### src/rtl/qspi_xip_pkg.sv
package qspi_xip_pkg;

   typedef enum logic [2:0] {
      ST_IDLE,
      ST_CMD,
      ST_ADDR,
      ST_MODE,
      ST_DUMMY,
      ST_DATA
   } qx_state_e;

   localparam logic [7:0] QX_OPCODE    = 8'hEB;
   localparam logic [7:0] QX_MODE_BYTE = 8'hA0;
   localparam int         QX_CMD_BITS  = 8;

endpackage

### src/rtl/qspi_xip_sckgen.sv
module qspi_xip_sckgen #(
   parameter int HALF_DIV = 2
) (
   input  logic clk,
   input  logic rst_n,
   input  logic run_i,
   input  logic clear_i,
   output logic sck_o,
   output logic rise_o,
   output logic fall_o
);

   logic sck_q;
   logic tick;

   generate
      if (HALF_DIV == 1) begin : g_fast
         assign tick = run_i;
      end else begin : g_div
         localparam int DW = $clog2(HALF_DIV);
         logic [DW-1:0] div_q;
         always_ff @(posedge clk) begin
            if (!rst_n || !run_i || clear_i) div_q <= '0;
            else if (div_q == DW'(HALF_DIV - 1)) div_q <= '0;
            else div_q <= div_q + 1'b1;
         end
         assign tick = run_i && (div_q == DW'(HALF_DIV - 1));
      end
   endgenerate

   always_ff @(posedge clk) begin
      if (!rst_n || !run_i || clear_i) sck_q <= 1'b0;
      else if (tick) sck_q <= ~sck_q;
   end

   assign sck_o  = sck_q;
   assign rise_o = tick && !sck_q;
   assign fall_o = tick && sck_q;

endmodule

### src/rtl/qspi_xip_csgap.sv
module qspi_xip_csgap #(
   parameter int CSH_CYC = 2
) (
   input  logic clk,
   input  logic rst_n,
   input  logic cs_n_i,
   output logic ok_o
);

   localparam int GW = $clog2(CSH_CYC + 1);
   logic [GW-1:0] gap_q;

   always_ff @(posedge clk) begin
      if (!rst_n) gap_q <= GW'(CSH_CYC);
      else if (!cs_n_i) gap_q <= '0;
      else if (gap_q < GW'(CSH_CYC)) gap_q <= gap_q + 1'b1;
   end

   assign ok_o = cs_n_i && (gap_q >= GW'(CSH_CYC - 1));

endmodule

### src/rtl/qspi_xip_pfbuf.sv
module qspi_xip_pfbuf #(
   parameter int BUF_BYTES = 32,
   localparam int OW = $clog2(BUF_BYTES),
   localparam int FW = $clog2(BUF_BYTES + 1)
) (
   input  logic          clk,
   input  logic          rst_n,
   input  logic          clr_i,
   input  logic          wr_i,
   input  logic [7:0]    wr_byte_i,
   input  logic [OW-1:0] rd_off_i,
   output logic [FW-1:0] fill_o,
   output logic          full_o,
   output logic [31:0]   rd_word_o
);

   logic [7:0]    mem_q [BUF_BYTES];
   logic [FW-1:0] fill_q;

   always_ff @(posedge clk) begin
      if (!rst_n || clr_i) fill_q <= '0;
      else if (wr_i) fill_q <= fill_q + 1'b1;
   end

   always_ff @(posedge clk) begin
      if (wr_i && !clr_i) mem_q[fill_q[OW-1:0]] <= wr_byte_i;
   end

   for (genvar g = 0; g < 4; g++) begin : g_lane
      logic [OW-1:0] idx;
      assign idx = rd_off_i + OW'(g);
      assign rd_word_o[8*g +: 8] = mem_q[idx];
   end

   assign fill_o = fill_q;
   assign full_o = (fill_q == FW'(BUF_BYTES));

   p_no_overflow_r6: assert property (@(posedge clk) disable iff (!rst_n)
      fill_q <= FW'(BUF_BYTES))
      else $error("window fill count passed its size");

endmodule

### src/rtl/qspi_xip_reader.sv
module qspi_xip_reader
   import qspi_xip_pkg::*;
#(
   parameter int ADDR_W      = 24,
   parameter int BUF_BYTES   = 32,
   parameter int HALF_DIV    = 2,
   parameter int DUMMY_CYC   = 4,
   parameter int CSH_CYC     = 2,
   parameter int SYS_CLK_MHZ = 100,
   parameter int SCK_MAX_MHZ = 108
) (
   input  logic              clk,
   input  logic              rst_n,
   input  logic              req_valid_i,
   input  logic [ADDR_W-1:0] req_addr_i,
   output logic              req_ready_o,
   output logic              rsp_valid_o,
   output logic [31:0]       rsp_data_o,
   input  logic              abort_i,
   output logic              sck_o,
   output logic              cs_n_o,
   output logic [3:0]        io_o,
   output logic [3:0]        io_oe_o,
   input  logic [3:0]        io_i
);

   localparam int ADDR_NIBS = ADDR_W / 4;
   localparam int OW        = $clog2(BUF_BYTES);
   localparam int FW        = $clog2(BUF_BYTES + 1);
   localparam int PH_A      = (QX_CMD_BITS > ADDR_NIBS) ? QX_CMD_BITS : ADDR_NIBS;
   localparam int PH_MAX    = (PH_A > DUMMY_CYC) ? PH_A : DUMMY_CYC;
   localparam int CW        = $clog2(PH_MAX + 1);
   localparam int HW        = $clog2(CSH_CYC + 1);

   initial begin
      assert (ADDR_W % 4 == 0) else $error("ADDR_W must be whole nibbles");
      assert (BUF_BYTES >= 8 && (BUF_BYTES & (BUF_BYTES - 1)) == 0)
         else $error("BUF_BYTES must be a power of two of at least 8");
      assert (HALF_DIV >= 1) else $error("HALF_DIV must be at least 1");
      assert (DUMMY_CYC >= 1) else $error("DUMMY_CYC must be at least 1");
      assert (CSH_CYC >= 1) else $error("CSH_CYC must be at least 1");
      assert (SYS_CLK_MHZ <= 2 * HALF_DIV * SCK_MAX_MHZ)
         else $error("serial clock above its limit");
   end

   qx_state_e         st_q;
   logic [CW-1:0]     ph_cnt_q, ph_last;
   logic              active_q, cs_n_q, cont_q, win_v_q, nib_ph_q;
   logic [3:0]        nib_hi_q;
   logic [ADDR_W-1:0] base_q, pend_addr_q, off;
   logic              pend_v_q, rsp_v_q;
   logic [31:0]       rsp_d_q, rd_word;
   logic              rise, fall, gap_ok, buf_full;
   logic [FW-1:0]     fill;
   logic [FW:0]       need_fill;
   logic              in_win, have, hit_go, need_start, fin_now, stop_now, start_now;
   logic              wr_en, buf_clr, ph_done;

   // ---------------- window hit / miss ----------------
   assign off        = pend_addr_q - base_q;
   assign in_win     = win_v_q && (off <= ADDR_W'(BUF_BYTES - 4));
   assign need_fill  = (FW+1)'(off[OW-1:0]) + (FW+1)'(4);
   assign have       = (FW+1)'(fill) >= need_fill;
   assign hit_go     = pend_v_q && in_win && have;
   assign need_start = pend_v_q && !in_win;

   assign fin_now   = active_q && (st_q == ST_DATA) && fall && buf_full;
   assign stop_now  = active_q && (abort_i || need_start || fin_now);
   assign start_now = !active_q && need_start && gap_ok && !abort_i;
   assign wr_en     = active_q && (st_q == ST_DATA) && rise && nib_ph_q && !buf_full;
   assign buf_clr   = start_now || abort_i;

   always_comb begin
      case (st_q)
         ST_CMD:   ph_last = CW'(QX_CMD_BITS - 1);
         ST_ADDR:  ph_last = CW'(ADDR_NIBS - 1);
         ST_MODE:  ph_last = CW'(1);
         ST_DUMMY: ph_last = CW'(DUMMY_CYC - 1);
         default:  ph_last = '0;
      endcase
   end
   assign ph_done = fall && (ph_cnt_q == ph_last);

   // ---------------- serial sequencer ----------------
   always_ff @(posedge clk) begin
      if (!rst_n) begin
         st_q     <= ST_IDLE;
         ph_cnt_q <= '0;
         active_q <= 1'b0;
         cs_n_q   <= 1'b1;
         cont_q   <= 1'b0;
         win_v_q  <= 1'b0;
         nib_ph_q <= 1'b0;
         nib_hi_q <= '0;
         base_q   <= '0;
      end else begin
         if (stop_now) begin
            active_q <= 1'b0;
            cs_n_q   <= 1'b1;
            st_q     <= ST_IDLE;
         end else if (start_now) begin
            active_q <= 1'b1;
            cs_n_q   <= 1'b0;
            st_q     <= cont_q ? ST_ADDR : ST_CMD;
            ph_cnt_q <= '0;
            base_q   <= pend_addr_q;
            win_v_q  <= 1'b1;
            nib_ph_q <= 1'b0;
         end else if (active_q) begin
            if (st_q == ST_DATA) begin
               if (rise) begin
                  if (!nib_ph_q) nib_hi_q <= io_i;
                  nib_ph_q <= ~nib_ph_q;
               end
            end else if (ph_done) begin
               ph_cnt_q <= '0;
               case (st_q)
                  ST_CMD:  st_q <= ST_ADDR;
                  ST_ADDR: st_q <= ST_MODE;
                  ST_MODE: begin
                     st_q   <= ST_DUMMY;
                     cont_q <= 1'b1;
                  end
                  default: st_q <= ST_DATA;
               endcase
            end else if (fall) begin
               ph_cnt_q <= ph_cnt_q + 1'b1;
            end
         end
         if (abort_i) begin
            cont_q  <= 1'b0;
            win_v_q <= 1'b0;
         end
      end
   end

   // ---------------- host side ----------------
   always_ff @(posedge clk) begin
      if (!rst_n) begin
         pend_v_q    <= 1'b0;
         pend_addr_q <= '0;
         rsp_v_q     <= 1'b0;
         rsp_d_q     <= '0;
      end else begin
         rsp_v_q <= 1'b0;
         if (hit_go) begin
            rsp_v_q  <= 1'b1;
            rsp_d_q  <= rd_word;
            pend_v_q <= 1'b0;
         end else if (req_valid_i && !pend_v_q) begin
            pend_v_q    <= 1'b1;
            pend_addr_q <= req_addr_i;
         end
      end
   end

   // ---------------- pin drive ----------------
   always_comb begin
      io_o    = '0;
      io_oe_o = '0;
      if (active_q) begin
         case (st_q)
            ST_CMD: begin
               io_oe_o = 4'b0001;
               io_o[0] = QX_OPCODE[3'(QX_CMD_BITS - 1 - int'(ph_cnt_q))];
            end
            ST_ADDR: begin
               io_oe_o = 4'b1111;
               io_o    = base_q[4*(ADDR_NIBS - 1 - int'(ph_cnt_q)) +: 4];
            end
            ST_MODE: begin
               io_oe_o = 4'b1111;
               io_o    = (ph_cnt_q == '0) ? QX_MODE_BYTE[7:4] : QX_MODE_BYTE[3:0];
            end
            default: ;
         endcase
      end
   end

   qspi_xip_sckgen #(.HALF_DIV(HALF_DIV)) u_sck (
      .clk(clk), .rst_n(rst_n), .run_i(active_q), .clear_i(stop_now),
      .sck_o(sck_o), .rise_o(rise), .fall_o(fall)
   );

   qspi_xip_csgap #(.CSH_CYC(CSH_CYC)) u_gap (
      .clk(clk), .rst_n(rst_n), .cs_n_i(cs_n_q), .ok_o(gap_ok)
   );

   qspi_xip_pfbuf #(.BUF_BYTES(BUF_BYTES)) u_buf (
      .clk(clk), .rst_n(rst_n), .clr_i(buf_clr), .wr_i(wr_en),
      .wr_byte_i({nib_hi_q, io_i}), .rd_off_i(off[OW-1:0]),
      .fill_o(fill), .full_o(buf_full), .rd_word_o(rd_word)
   );

   assign cs_n_o      = cs_n_q;
   assign req_ready_o = !pend_v_q;
   assign rsp_valid_o = rsp_v_q;
   assign rsp_data_o  = rsp_d_q;

   // ---------------- assertions ----------------
   logic [HW-1:0] hi_run_q;
   always_ff @(posedge clk) begin
      if (!rst_n) hi_run_q <= HW'(CSH_CYC);
      else if (!cs_n_o) hi_run_q <= '0;
      else if (hi_run_q < HW'(CSH_CYC)) hi_run_q <= hi_run_q + 1'b1;
   end

   p_quiet_bus_r1: assert property (@(posedge clk) disable iff (!rst_n)
      cs_n_o |-> (!sck_o && io_oe_o == 4'b0000))
      else $error("bus active while deselected");

   p_full_release_r6: assert property (@(posedge clk) disable iff (!rst_n)
      (!cs_n_o && buf_full && fall) |=> cs_n_o)
      else $error("clocking continued past a full window");

   p_csh_min_r9: assert property (@(posedge clk) disable iff (!rst_n)
      $fell(cs_n_o) |-> (hi_run_q >= HW'(CSH_CYC)))
      else $error("chip select high time too short");

   p_abort_release_r10: assert property (@(posedge clk) disable iff (!rst_n)
      abort_i |=> cs_n_o)
      else $error("abort did not release chip select");

   p_rsp_single_r12: assert property (@(posedge clk) disable iff (!rst_n)
      rsp_valid_o |=> !rsp_valid_o)
      else $error("response strobe held");

endmodule

### config.mk
export PLATFORM = sky130hd
export DESIGN_NAME = qspi_xip_reader
export DESIGN_NICKNAME = d
export VERILOG_FILES = /design/src/rtl/qspi_xip_pkg.sv /design/src/rtl/qspi_xip_sckgen.sv /design/src/rtl/qspi_xip_csgap.sv /design/src/rtl/qspi_xip_pfbuf.sv /design/src/rtl/qspi_xip_reader.sv
export SDC_FILE = /design/constraint.sdc
export NUM_CORES = 1
export LEC_CHECK = 0
export BUFFER_PORTS_ARGS = -buffer_cell sky130_fd_sc_hd__buf_2
export CELL_PAD_IN_SITES_DETAIL_PLACEMENT = 1
export CELL_PAD_IN_SITES_GLOBAL_PLACEMENT = 1
export CORE_MARGIN = 2
export CORE_UTILIZATION = 55
export DETAILED_ROUTE_END_ITERATION = 6
export PLACE_DENSITY = 0.86
export SYNTH_ARGS = -nofsm -noshare
export SYNTH_HDL_FRONTEND = slang
export SYNTH_SLANG_ARGS = --single-unit
### constraint.sdc
create_clock -name clk -period 8.9 [get_ports clk]
set_input_delay 1.78 -clock clk [delete_from_list [all_inputs] [get_ports clk]]
set_output_delay 1.78 -clock clk [all_outputs]
set_load 0.005 [all_outputs]
After elaboration in Yosys (flattened, before gate mapping) --
Memory sizes are Yosys's and may differ from the RTL's. A register that Yosys moved wholly into a read port is not among the register bits. Cells that the tools add are included.
Storage, ports and cells: bits in registers 76, latch bits 0, RAM bits 256, bits in read-only memories 8, input port bits 32, output and inout bits 44, word-level logic and storage cells 139, memories kept 2
Memories:
- u_buf.mem_q | depth 32, width 8, rd ports 4, clocked after memory_dff 4, write ports 1, RTL line qspi_xip_pfbuf.sv:17 | logic [7:0] mem_q [BUF_BYTES];
- (name not given) | depth 8, width 1, rd ports 1, clocked after memory_dff 0, write ports 0, RTL line qspi_xip_reader.sv:165 | io_o[0] = QX_OPCODE[3'(QX_CMD_BITS - 1 - int'(ph_cnt_q))];
Operators by class: add/subtract/negate cells 11, multipliers 0, divide/modulo/power cells 0, order comparisons 5, eq/ne operators 9, shift-type cells 1, muxes and demuxes 29, bitwise gates (word level) 7, reductions and logical operators 58
Operator list (count):
- 2-to-1 mux 4 bit | 8
- less-or-equal comparator 24 x 5 -> 1 bit (second input constant) | 1
- variable part select 24 x 7 -> 4 bit | 1
- subtractor 24 bit | 1
- logical AND 1 bit | 21
- logical NOT 1 bit | 12
- 2-to-1 mux 3 bit | 4
- one-hot mux 3 bit (4 select lines) | 1
- AND reduction 6 bit | 2
- adder 5 x 2 -> 5 bit (second input constant) | 2
- OR reduction 2 bit | 5
- 2-to-1 mux 1 bit | 9
- one-hot mux 3 bit (3 select lines) | 1
- one-hot mux 4 bit (2 select lines) | 1
- AND reduction 4 bit | 2
- nonzero test 2 bit | 4
- NOT 1 bit | 7
- adder 5 x 3 -> 6 bit (second input constant) | 1
- adder 6 x 1 -> 6 bit (second input constant) | 1
- == test 3 x 2 -> 1 bit (second input constant) | 2
- == test 3 bit (second input constant) | 2
- == test 6 bit (second input constant) | 1
- greater-or-equal comparator 6 bit | 1
- logical OR 1 bit | 6
- 20 further kinds | 24

Logic depth before layout (Yosys ltp) --
Gate-level depths: netlist of the first run.
depth after elaboration 13, depth in mapped cells 20

By module --
From an unflattened synthesis of the first run, not the netlist that was laid out.
Unflattened totals: cells, all modules 1857, area total of the unflattened synthesis 22689.3 sq um
Modules (own cells, without submodules):
- qspi_xip_pfbuf | instances 1, cells each 1042, area an instance 16582.2 sq um, seq. area each 7807.5 sq um
- qspi_xip_reader | instances 1, cells each 800, area an instance 5959.5 sq um, seq. area each 1961.9 sq um
- qspi_xip_sckgen | instances 1, cells each 9, area an instance 78.8 sq um, seq. area each 40.0 sq um
- qspi_xip_csgap | instances 1, cells each 6, area an instance 68.8 sq um, seq. area each 40.0 sq um

Worst setup path after synthesis of the first run --
No wires, ideal clock.
path type register -> register, start point register pend_addr_q[0], end point register rsp_d_q[28], in the netlist rsp_data_o[28], read port of u_buf.mem_q, data arrival time 4202 ps, setup slack 4552 ps, stages on the path, launching flop included 16, path buffers 4, period minus slack after synthesis 4348 ps, cell sequence dfxtp_1 inv_1 ha_1 fa_1 xnor2_2 clkbuf_1 buf_1 ha_1 a21oi_1 xor3_1 buf_2 buf_1 mux4_2 nor2b_1 nor4_1 a211oi_2
On the way: cells in the longest elaborated chain, start to end 5
RTL lines:
- from (decl) | RTL line qspi_xip_reader.sv:50 | logic [ADDR_W-1:0] base_q, pend_addr_q, off;
- from (signal assigned) | RTL line qspi_xip_reader.sv:152 | pend_addr_q <= req_addr_i;
- subtractor 24 bit (*) | RTL line qspi_xip_reader.sv:60 | assign off = pend_addr_q - base_q;
- parallel branches: the longest is 4 deep, another holds adder 5 x 3 -> 6 bit
- to (decl) | RTL line qspi_xip_reader.sv:52 | logic [31:0] rsp_d_q, rd_word;
Every way passes the cells marked *. A chain may end at the register's enable or synchronous reset.

Worst setup path after layout of the first run --
start point register pend_addr_q[0], end point register rsp_d_q[21], in the netlist rsp_data_o[21], read port of u_buf.mem_q
The elaborated chain is that of the path after synthesis.

==> results of run 1 <==
## routing by layer
metal  vias to the layer above  wire, um  track usage
met2                      1579     38300        0.585
met4                         0      5020        0.194
met5                         -         0            0
met3                       344     12200        0.119
met1                      9388     31500        0.547
li1                       7313         -            -
## cell usage in the layout (no fill, tap or decap), drive strengths merged, types with 25 or more instances in the layout
master,synthesis,final
nand4,25,25
nand2,164,164
clkbuf,82,55
mux4,227,227
ha,45,45
mux2i,122,122
buf,51,118
edfxtp,256,256
dfxtp,108,108
o21ai,42,42
inv,48,50
nand3,28,28
a21oi,90,90
nor2,157,157
a22oi,34,34
nor3,50,50
a211oi,32,32
## layout make-up
cell class / count / area share
repair buffers: 118 / 0.0277
well taps: 532 / 0.0264
clock inverters: 24 / 0.0102
clock buffers: 55 / 0.0469
multi-input cells: 1275 / 0.490
flip-flops and latches: 364 / 0.391
inverters: 49 / 0.00745
## how the worst max path moves through the flow
| stage | startpoint | end | slack, ns | cells past startpoint |
|---|---|---|---|---|
| global placement | pend_addr_q[0] | rsp_data_o[21] | 3.49 | 14 |
| global route | pend_addr_q[0] | rsp_data_o[21] | 2.81 | 14 |
| floorplan | pend_addr_q[0] | rsp_data_o[28] | 4.55 | 15 |
| finish | pend_addr_q[0] | rsp_data_o[21] | 3.01 | 14 |
| CTS | pend_addr_q[0] | rsp_data_o[21] | 3.13 | 14 |
| detailed placement | pend_addr_q[0] | rsp_data_o[21] | 3.19 | 14 |
## cell usage after synthesis (3+ instances only)
cell type / number
xor2_1: 10
a211oi_2: 26
nand2_1: 162
or3_1: 11
xnor2_1: 13
edfxtp_1: 256
o32ai_1: 3
o21ai_2: 3
a22oi_1: 34
o21a_1: 4
dfxtp_1: 108
nand3_1: 27
nor4_1: 8
buf_1: 21
nor3_1: 49
a211o_1: 4
a211oi_1: 5
buf_4: 8
a32oi_1: 9
inv_1: 47
buf_6: 14
buf_2: 8
nor2b_1: 16
clkbuf_1: 80
a21o_1: 12
mux2_2: 8
a41oi_1: 4
mux2i_1: 122
nand4_1: 24
o221ai_1: 17
and2_1: 5
and3_1: 10
o21bai_1: 4
mux4_2: 227
o22ai_1: 18
xnor2_2: 3
o21ai_1: 3
o211ai_1: 9
a21oi_1: 88
nand3b_1: 5
o21ai_0: 36
nor2_1: 156
nand2b_1: 6
a31oi_1: 21
ha_1: 45
## flip-flops by register name (all words and copies together) (netlist names), 2 cells and up
name	cells
st_q	3
ph_cnt_q	4
pend_addr_q	24
u_gap.gap_q	2
nib_hi_q	4
rsp_data_o	32
base_q	24
u_buf.mem_q	256
u_buf.fill_o	6
## critical path: cells and delay by family (launching register included)
| family | cells | cell delay, ns |
|---|---|---|
| AO/OA/AOI/OAI | 1 | 0.28 |
| XOR/XNOR | 1 | 1.09 |
| adder cells (fa/ha/maj) | 3 | 1.08 |
| buffers and inverters | 4 | 1.77 |
| flip-flops | 1 | 0.36 |
| multiplexers | 2 | 0.40 |
| AND/OR/NAND/NOR | 3 | 0.80 |
## cells by family (layout without fill, tap and decap cells)
logic type	Yosys count	count (layout)
fa+ha+maj	46	46
xor+xnor	28	28
compound gates	329	329
simple gates	515	515
mux	357	357
flops	364	364
buf+inv	182	246
## where the power goes
part | total [mW] | internal (mW) | switching [mW] | leakage [nW]
logic | 1.19 | 0.440 | 0.754 | 4.51
clock network | 1.82 | 1.04 | 0.782 | 0.694
registers | 1.82 | 1.81 | 0.0134 | 3.50
total | 4.84 | 3.29 | 1.55 | 8.70
==> metrics, run 1 <==
CTS buffer count 43; Slew HR 0.0780; flops & latches, synth 364; WP data required 9.42 ns; Post-Layout Cell Count 2417; Peak VDD IR 0.000147 V; die area 0.0432 mm^2; hpwl dp 58600 um; outcome completed; Post-synth EDFFs 256; wire per inst 36.0 um; Final Worst Setup Slack 3.01 ns; cells along the critical path inv_1 > ha_4 > fa_2 > buf_4 > clkinv_1 > ha_1 > xnor3_4 > buf_4 > mux2i_1 > a22oi_1 > nand4_1 > nor3_1 > mux2i_1 > nor2_1; Placer Congestion 0.979; Tot GR Track Use 0.399; Post-Syn Area 0.0228 mm^2; largest net degree at the start of global routing 77; simple-gate share of the synthesized area 0.107; Syn Area/Cell 12.5 um^2; Synth area leaders edfxtp_1, mux4_2, dfxtp_1; Static Leak 8.70 nW; WS Path Type reg -> reg; CTS tree done; share of post-route cells with drive strength above 1 0.278; crit path max fanout 58; DRC Markers 0; Tmin final 5.89 ns; die height 208 um; vias per cell 7.71; CP Capture Type register; width of the die 208 um; sequential-to-total area share from yosys stat 0.431; Pre-antenna DRT Iters 6; hold_buf cts 0; Multi-input gate area 0.0123 mm^2; Storage cell area 0.00985 mm^2; final slew viol count 0; Sink Count 364; area leader, netlist edfxtp_1; Max-Cap Viols 0; startpoint types register; min-delay src cont_q; period utilisation layout 0.662; ys flop type edfxtp_1; Resized cells post-CTS 0; initial antenna violation count 0; Post-Synth Adder-Cell Area 0.0255; area grow syn2layout 10.3%; Initial DRC Count 3090; Hold WS 0.470 ns; Post-Synthesis Cells 1821; row count 74; synth unique cells 100; Net count, final 1929; core area 0.0409 mm^2; clk root buf clkbuf_16; final number of setup-violating endpoints 0; dpl cells 2338; maximum clock path buffer count 3; Placement Cell Area 0.0237 mm^2; Tightest Hold Check Type reg -> reg; Crit Reg-Reg Startpoint pend_addr_q[0]; hold path cells 2; Ports 76; max incr delay on CP 1.09 ns; number of global-route vias before repair 18652; ys async rst share 0; first-pass GRT wire length 127000 um; f_max 170 MHz; reg-to-reg endpoint rsp_data_o[21]; clk_lat worst skew 0.62 ns; multiplexer share of the synthesized area 0.281; Setup Skew 0.0309 ns; largest family of logic cells by synthesized area multiplexers; Cell Pwr Density 192 mW/mm^2; clk slew on worst S/H paths 0.06 ns; H-tree level count 2; R2R cell count 14; setup_tns 0 ns; Initial Utilization 0.558; XOR/XNOR share of the synthesized area 0.0130; worst slew pin tran 1.38 ns; Antenna Nets Post-Route 0; Setup Fix Bufs, Post-CTS 0; RSZ-0062 raised after global routing no; Layout fillers 4044; Critical Path AT 6.42 ns; Diodes inserted 0; Yosys Warn Count 0; vias 18624; Critical Path Slowest Stage Cell xnor3_4; syn nets 1899; Synth top area share 0.337; fin area 0.0252 mm^2; Compound-Gate Fraction of Synth Area 0.105; final hold vios 0; hold path endpoint cont_q; Routed WL 87100 um; PortBufs 75; Pwr Total 4.84 mW; remaining global-route overflow 0; R2R Setup Slk 3.01 ns; Final Util 0.615; worst slack, placed 3.19 ns
(Power assumes the default switching activity.)
==> run 2: changes to the inputs <==
--- a/config.mk
+++ b/config.mk
@@ -9,9 +9,9 @@
 export CELL_PAD_IN_SITES_DETAIL_PLACEMENT = 1
 export CELL_PAD_IN_SITES_GLOBAL_PLACEMENT = 1
 export CORE_MARGIN = 2
-export CORE_UTILIZATION = 55
+export CORE_UTILIZATION = 52
 export DETAILED_ROUTE_END_ITERATION = 6
-export PLACE_DENSITY = 0.86
+export PLACE_DENSITY = 0.82
 export SYNTH_ARGS = -nofsm -noshare
 export SYNTH_HDL_FRONTEND = slang
 export SYNTH_SLANG_ARGS = --single-unit
==> constraint.sdc (replaced) <==
create_clock -name clk -period 5.8 [get_ports clk]
set_input_delay 1.16 -clock clk [delete_from_list [all_inputs] [get_ports clk]]
set_output_delay 1.16 -clock clk [all_outputs]
set_load 0.005 [all_outputs]
==> run 2 against run 1 <==
Compared with the run above:
- die area increased by 5.7%
- final cell count increased by 2.6%
- sequential share of layout area decreased by 0.24 points
- via count decreased by 0.72%
- highest routed layer is now met5
- largest power group is now the clock network
- power increased by 55%
- largest cell class unchanged
==> metrics, run 2 (synthesis results as in run 1) <==
outcome completed (unchanged); Slew HR 0.0808 (was 0.0780); PortBufs 75 (unchanged); row count 76 (was 74); min-delay src cs_n_o (was cont_q); Tightest Hold Check Type reg -> reg (unchanged); Routed WL 87700 um (was 87100 um); hold path endpoint u_gap.gap_q[0] (was cont_q); WP data required 6.22 ns (was 9.42 ns); core area 0.0432 mm^2 (was 0.0409 mm^2); Storage cell area 0.00985 mm^2 (unchanged); R2R Setup Slk 0.74 ns (was 3.01 ns); Pre-antenna DRT Iters 6 (unchanged); share of post-route cells with drive strength above 1 0.281 (was 0.278); final hold vios 0 (unchanged); WS Path Type reg -> reg (unchanged); Peak VDD IR 0.000196 V (was 0.000147 V); vias per cell 7.46 (was 7.71); commonest non-fill, non-tap cell in the layout edfxtp_1 (unchanged); Resized cells post-CTS 0 (unchanged); Ports 76 (unchanged); Max-Cap Viols 0 (unchanged); number of global-route vias before repair 18654 (was 18652); Placer Congestion 1.00 (was 0.979); vias 18489 (was 18624); crit path max fanout 23 (was 58); Final Util 0.587 (was 0.615); Static Leak 8.75 nW (was 8.70 nW); setup_tns 0 ns (unchanged); startpoint types register (unchanged); Antenna Nets Post-Route 0 (unchanged); Tmin final 5.06 ns (was 5.89 ns); Largest register FFs 256 (unchanged); H-tree level count 2 (unchanged); final number of setup-violating endpoints 0 (unchanged); Initial Utilization 0.529 (was 0.558); Crit Reg-Reg Startpoint pend_addr_q[0] (unchanged); f_max 198 MHz (was 170 MHz); wire per inst 35.4 um (was 36.0 um); initial antenna violation count 2 (was 0); area grow syn2layout 11.0% (was 10.3%); die height 214 um (was 208 um); commonest cells after routing, fill and taps aside edfxtp_1, mux4_2, nand2_1, nor2_1, mux2i_1 (unchanged); Tot GR Track Use 0.392 (was 0.399); Setup Skew 0.0264 ns (was 0.0309 ns); Sink Count 364 (unchanged); hold path cells 2 (unchanged); Initial DRC Count 2657 (was 3090); CTS buffer count 41 (was 43); CP Capture Type register (unchanged); Setup Fix Bufs, Post-CTS 0 (unchanged); Critical Path AT 5.48 ns (was 6.42 ns); maximum clock path buffer count 3 (unchanged); first-pass GRT wire length 127000 um (about the same); width of the die 214 um (was 208 um); final slew viol count 0 (unchanged); RSZ-0062 raised after global routing no (unchanged); clk root buf clkbuf_16 (unchanged); Multi-input gate area 0.0123 mm^2 (about the same); Cell Pwr Density 296 mW/mm^2 (was 192 mW/mm^2); period utilisation layout 0.873 (was 0.662); largest net degree at the start of global routing 68 (was 77); reg-to-reg endpoint rsp_data_o[2] (was rsp_data_o[21]); worst slew pin tran 1.38 ns (about the same); die area 0.0456 mm^2 (was 0.0432 mm^2); Net count, final 1939 (was 1929); CTS tree done (unchanged); clk_lat worst skew 0.59 ns (was 0.62 ns); hpwl dp 58700 um (was 58600 um); hold_buf cts 0 (unchanged); remaining global-route overflow 0 (unchanged); DRC Markers 0 (unchanged); worst slack, placed 0.926 ns (was 3.19 ns); Layout fillers 4325 (was 4044); clk slew on worst S/H paths 0.07 ns (was 0.06 ns); Final Worst Setup Slack 0.737 ns (was 3.01 ns); R2R cell count 17 (was 14)
==> run 2: cell types whose count changed in the layout (fill, tap and decap cells not counted), moves of 2 or more <==
| cell | change |
|---|---|
| nor2_1 | -10 |
| nor2_2 | +10 |
| buf_4 | +9 |
| nor3_1 | +8 |
| nor3_2 | -8 |
| clkinv_1 | +7 |
| bufinv_16 | +4 |
| clkbuf_1 | -4 |
| clkinv_2 | -4 |
| buf_12 | +3 |
| clkbuf_16 | -2 |
| clkbuf_8 | -2 |
| clkinvlp_4 | -2 |
| inv_16 | -2 |
==> run 2: area by class of cell <==
class	count	area share
clock inverters	28	0.0133
well taps	585	0.0289
multi-input cells	1275	0.486
flip-flops and latches	364	0.389
clock buffers	47	0.0430
inverters	49	0.00741
diodes	1	0.0000987
repair buffers	130	0.0326
==> run 2: per-stage QoR <==
step	total power, mW	cells	area [um^2]	hold slack [ns]
6_report	7.49	2479	25300	0.465
5_1_grt	7.67	2478	25300	0.514
3_3_place_gp	4.59	2403	23900	0.452
4_1_cts	7.44	2478	25300	0.477
2_1_floorplan	4.07	1821	22800	0.426
3_5_place_dp	4.64	2403	23900	0.465
==> run 2: worst max-delay path: stages, from the launching register on <==
cell and delay (ns):
dfxtp_1 0.36, inv_1 0.08, ha_4 0.16, fa_2 0.39, nor2b_1 0.23, o22ai_1 0.21
xor2_2 0.46, buf_4 0.40, xnor2_1 0.32, inv_1 0.27, ha_1 0.35, a21oi_1 0.15
nor2b_1 0.07, o21ai_0 0.53, and4b_2 0.36, buf_4 0.25, nor2_1 0.19, a211oi_2 0.07
==> run 2: power breakdown <==
group	total [mW]	switching, mW	leakage (nW)	internal [mW]
Sequential	2.80	0.0204	3.50	2.78
Clock	2.82	1.16	0.687	1.67
Combinational	1.87	1.17	4.57	0.696
Total	7.49	2.35	8.75	5.14
==> run 2: worst max-delay path by stage <==
stage                    from             end  cells after the start
2_1_floorplan  pend_addr_q[0]  rsp_data_o[28]                     15
3_3_place_gp   pend_addr_q[0]  rsp_data_o[18]                     17
3_5_place_dp   pend_addr_q[0]  rsp_data_o[18]                     17
4_1_cts        pend_addr_q[0]   rsp_data_o[2]                     17
5_1_grt        pend_addr_q[0]  rsp_data_o[18]                     17
6_report       pend_addr_q[0]   rsp_data_o[2]                     17
==> run 2: metal layers <==
layer | up-vias | part of all wire | GRT usage
li1 | 7303 | - | -
met2 | 1475 | 0.43 | 0.568
met5 | - | 0.00014 | 0
met3 | 366 | 0.14 | 0.135
met4 | 2 | 0.068 | 0.225
met1 | 9343 | 0.36 | 0.514
==> run 3: changes to the inputs <==
--- a/config.mk
+++ b/config.mk
@@ -6,7 +6,7 @@
 export NUM_CORES = 1
 export LEC_CHECK = 0
 export BUFFER_PORTS_ARGS = -buffer_cell sky130_fd_sc_hd__buf_2
-export CELL_PAD_IN_SITES_DETAIL_PLACEMENT = 1
+export CELL_PAD_IN_SITES_DETAIL_PLACEMENT = 0
 export CELL_PAD_IN_SITES_GLOBAL_PLACEMENT = 1
 export CORE_MARGIN = 2
 export CORE_UTILIZATION = 52
==> run 3 against run 2 <==
Compared with the run above:
- the run now ends with design-rule violations left
- routed wire length decreased by 10%
- critical path depth decreased by 1
- cell area about the same
- worst hold slack improved by 0.014 ns
- utilization about the same
- maximum frequency increased by 3.6%
- power decreased by 1.3%
- largest cell class unchanged
==> metrics, run 3 (synthesis results as in run 1) <==
remaining global-route overflow 0 (unchanged); CTS buffer count 42 (was 41); max incr delay on CP 0.62 ns (was 0.53 ns); Multi-input gate area 0.0123 mm^2 (unchanged); share of post-route cells with drive strength above 1 0.282 (was 0.281); Tightest Hold Check Type reg -> reg (unchanged); wire per inst 31.7 um (was 35.4 um); H-tree level count 2 (unchanged); Critical Path AT 5.31 ns (was 5.48 ns); Post-Layout Cell Count 2481 (was 2479); Initial Utilization 0.529 (unchanged); maximum clock path buffer count 3 (unchanged); width of the die 214 um (unchanged); RSZ-0062 raised after global routing no (unchanged); R2R cell count 16 (was 17); WP data required 6.23 ns (was 6.22 ns); met2 usage 0.488 (was 0.568); Storage cell area 0.00985 mm^2 (unchanged); Crit Reg-Reg Startpoint base_q[2] (was pend_addr_q[0]); Setup Fix Bufs, Post-CTS 0 (unchanged); R2R Setup Slk 0.91 ns (was 0.74 ns); Routed WL 78800 um (was 87700 um); number of global-route vias before repair 16850 (was 18654); first-pass GRT wire length 113000 um (was 127000 um); period utilisation layout 0.843 (was 0.873); Critical Path Slowest Stage Cell o21ai_0 (unchanged); final hold vios 0 (unchanged); final number of setup-violating endpoints 0 (unchanged); Setup Skew 0.0316 ns (was 0.0264 ns); Final Util 0.587 (about the same); Max-Cap Viols 0 (unchanged); GRT met3 Usage 0.114 (was 0.135); outcome finished, violations left (was completed); clk slew on worst S/H paths 0.06 ns (was 0.07 ns); Antenna Nets Post-Route 0 (unchanged); clk root buf clkbuf_16 (unchanged); Static Leak 8.76 nW (was 8.75 nW); commonest non-fill, non-tap cell in the layout edfxtp_1 (unchanged); PortBufs 75 (unchanged); final slew viol count 0 (unchanged); crit path max fanout 23 (unchanged); hold path endpoint cont_q (was u_gap.gap_q[0]); die height 214 um (unchanged); Initial DRC Count 2586 (was 2657); Pwr Total 7.39 mW (was 7.49 mW); Pre-antenna DRT Iters 7 (was 6); failing checks design-rule violations; f_max 205 MHz (was 198 MHz); WS Path Type reg -> reg (unchanged); Slew HR 0.135 (was 0.0808); startpoint types register (unchanged); Net count, final 1940 (was 1939); Diodes inserted 0 (was 1); Hold WS 0.479 ns (was 0.465 ns); vias 17790 (was 18489); min-delay src cont_q (was cs_n_o); hold_buf cts 0 (unchanged); clk_lat worst skew 0.61 ns (was 0.59 ns); cells along the critical path inv_1 > ha_1 > nor2b_1 > o22ai_1 > xor2_2 > buf_4 > xnor2_1 > inv_1 > ha_1 > a21oi_1 > nor2b_1 > o21ai_0 > and4b_2 > buf_4 > mux2i_1 > nor2_1 (was inv_1 > ha_4 > fa_2 > nor2b_1 > o22ai_1 > xor2_2 > buf_4 > xnor2_1 > inv_1 > ha_1 > a21oi_1 > nor2b_1 > o21ai_0 > and4b_2 > buf_4 > nor2_1 > a211oi_2); gr busiest metal met2 (unchanged); core area 0.0432 mm^2 (unchanged); area grow syn2layout 11.0% (about the same); reg-to-reg endpoint rsp_data_o[18] (was rsp_data_o[2]); DRC Markers 1 (was 0); Largest register FFs 256 (unchanged); commonest cells after routing, fill and taps aside edfxtp_1, mux4_2, nand2_1, nor2_1, mux2i_1 (unchanged); worst slew pin tran 1.30 ns (was 1.38 ns); Peak VDD IR 0.000228 V (was 0.000196 V); vias per cell 7.17 (was 7.46); largest net degree at the start of global routing 68 (unchanged); Cell Pwr Density 292 mW/mm^2 (was 296 mW/mm^2); met1 Resource Use GR 0.484 (was 0.514); dpl cells 2403 (unchanged); setup_tns 0 ns (unchanged); Tot GR Track Use 0.348 (was 0.392); Ports 76 (unchanged); Sink Count 364 (unchanged); row count 76 (unchanged); CP Capture Type register (unchanged); initial antenna violation count 1 (was 2); Tmin final 4.89 ns (was 5.06 ns); die area 0.0456 mm^2 (unchanged); Resized cells post-CTS 0 (unchanged); Placer Congestion 1.00 (unchanged); hpwl dp 52200 um (was 58700 um); CTS tree done (unchanged); Layout fillers 3440 (was 4325); hold path cells 2 (unchanged)
[run 3: layer usage]
| layer | vias to the layer above | routed length, um |
|---|---|---|
| li1 | 7311 | - |
| met1 | 8777 | 29800 |
| met2 | 1425 | 33400 |
| met3 | 277 | 11200 |
| met4 | 0 | 4480 |
| met5 | - | 0 |
[run 3: layout make-up]
| type | instances | share of cell area |
|---|---|---|
| Clock buffer | 54 | 0.0452 |
| Clock inverter | 24 | 0.0116 |
| Inverter | 49 | 0.00740 |
| Multi-Input combinational cell | 1275 | 0.486 |
| Sequential cell | 364 | 0.388 |
| Tap cell | 585 | 0.0289 |
| Timing Repair Buffer | 130 | 0.0326 |
[run 3: critical path: cells and delay by family (launching register included)]
family	cells	cell delay, ns
AOI/OAI and AO/OA	3	1.10
muxes	1	0.19
DFF	1	0.36
buffers and inverters	4	0.92
adders and majority gates	2	0.73
xor gates and xnor gates	2	0.72
and+or+nand+nor	4	0.68
[run 3: how the worst max path moves through the flow]
stage	startpoint	end
finish	base_q[2]	rsp_data_o[18]
detailed placement	pend_addr_q[0]	rsp_data_o[18]
global route	base_q[2]	rsp_data_o[19]
CTS	base_q[2]	rsp_data_o[18]
global placement	pend_addr_q[0]	rsp_data_o[18]
floorplan	pend_addr_q[0]	rsp_data_o[28]
[run 3: report_power, final]
part           internal (mW)  switching (mW)
registers               2.78          0.0191
logic                  0.694            1.11
clock network           1.60            1.19
total                   5.08            2.32
[run 3: per-stage QoR]
stage | worst slack [ns] | cell area [um^2]
2_1_floorplan | 1.45 | 22800
3_3_place_gp | 1.11 | 23900
3_5_place_dp | 1.13 | 23900
4_1_cts | 1.09 | 25400
5_1_grt | 0.675 | 25400
6_report | 0.913 | 25400
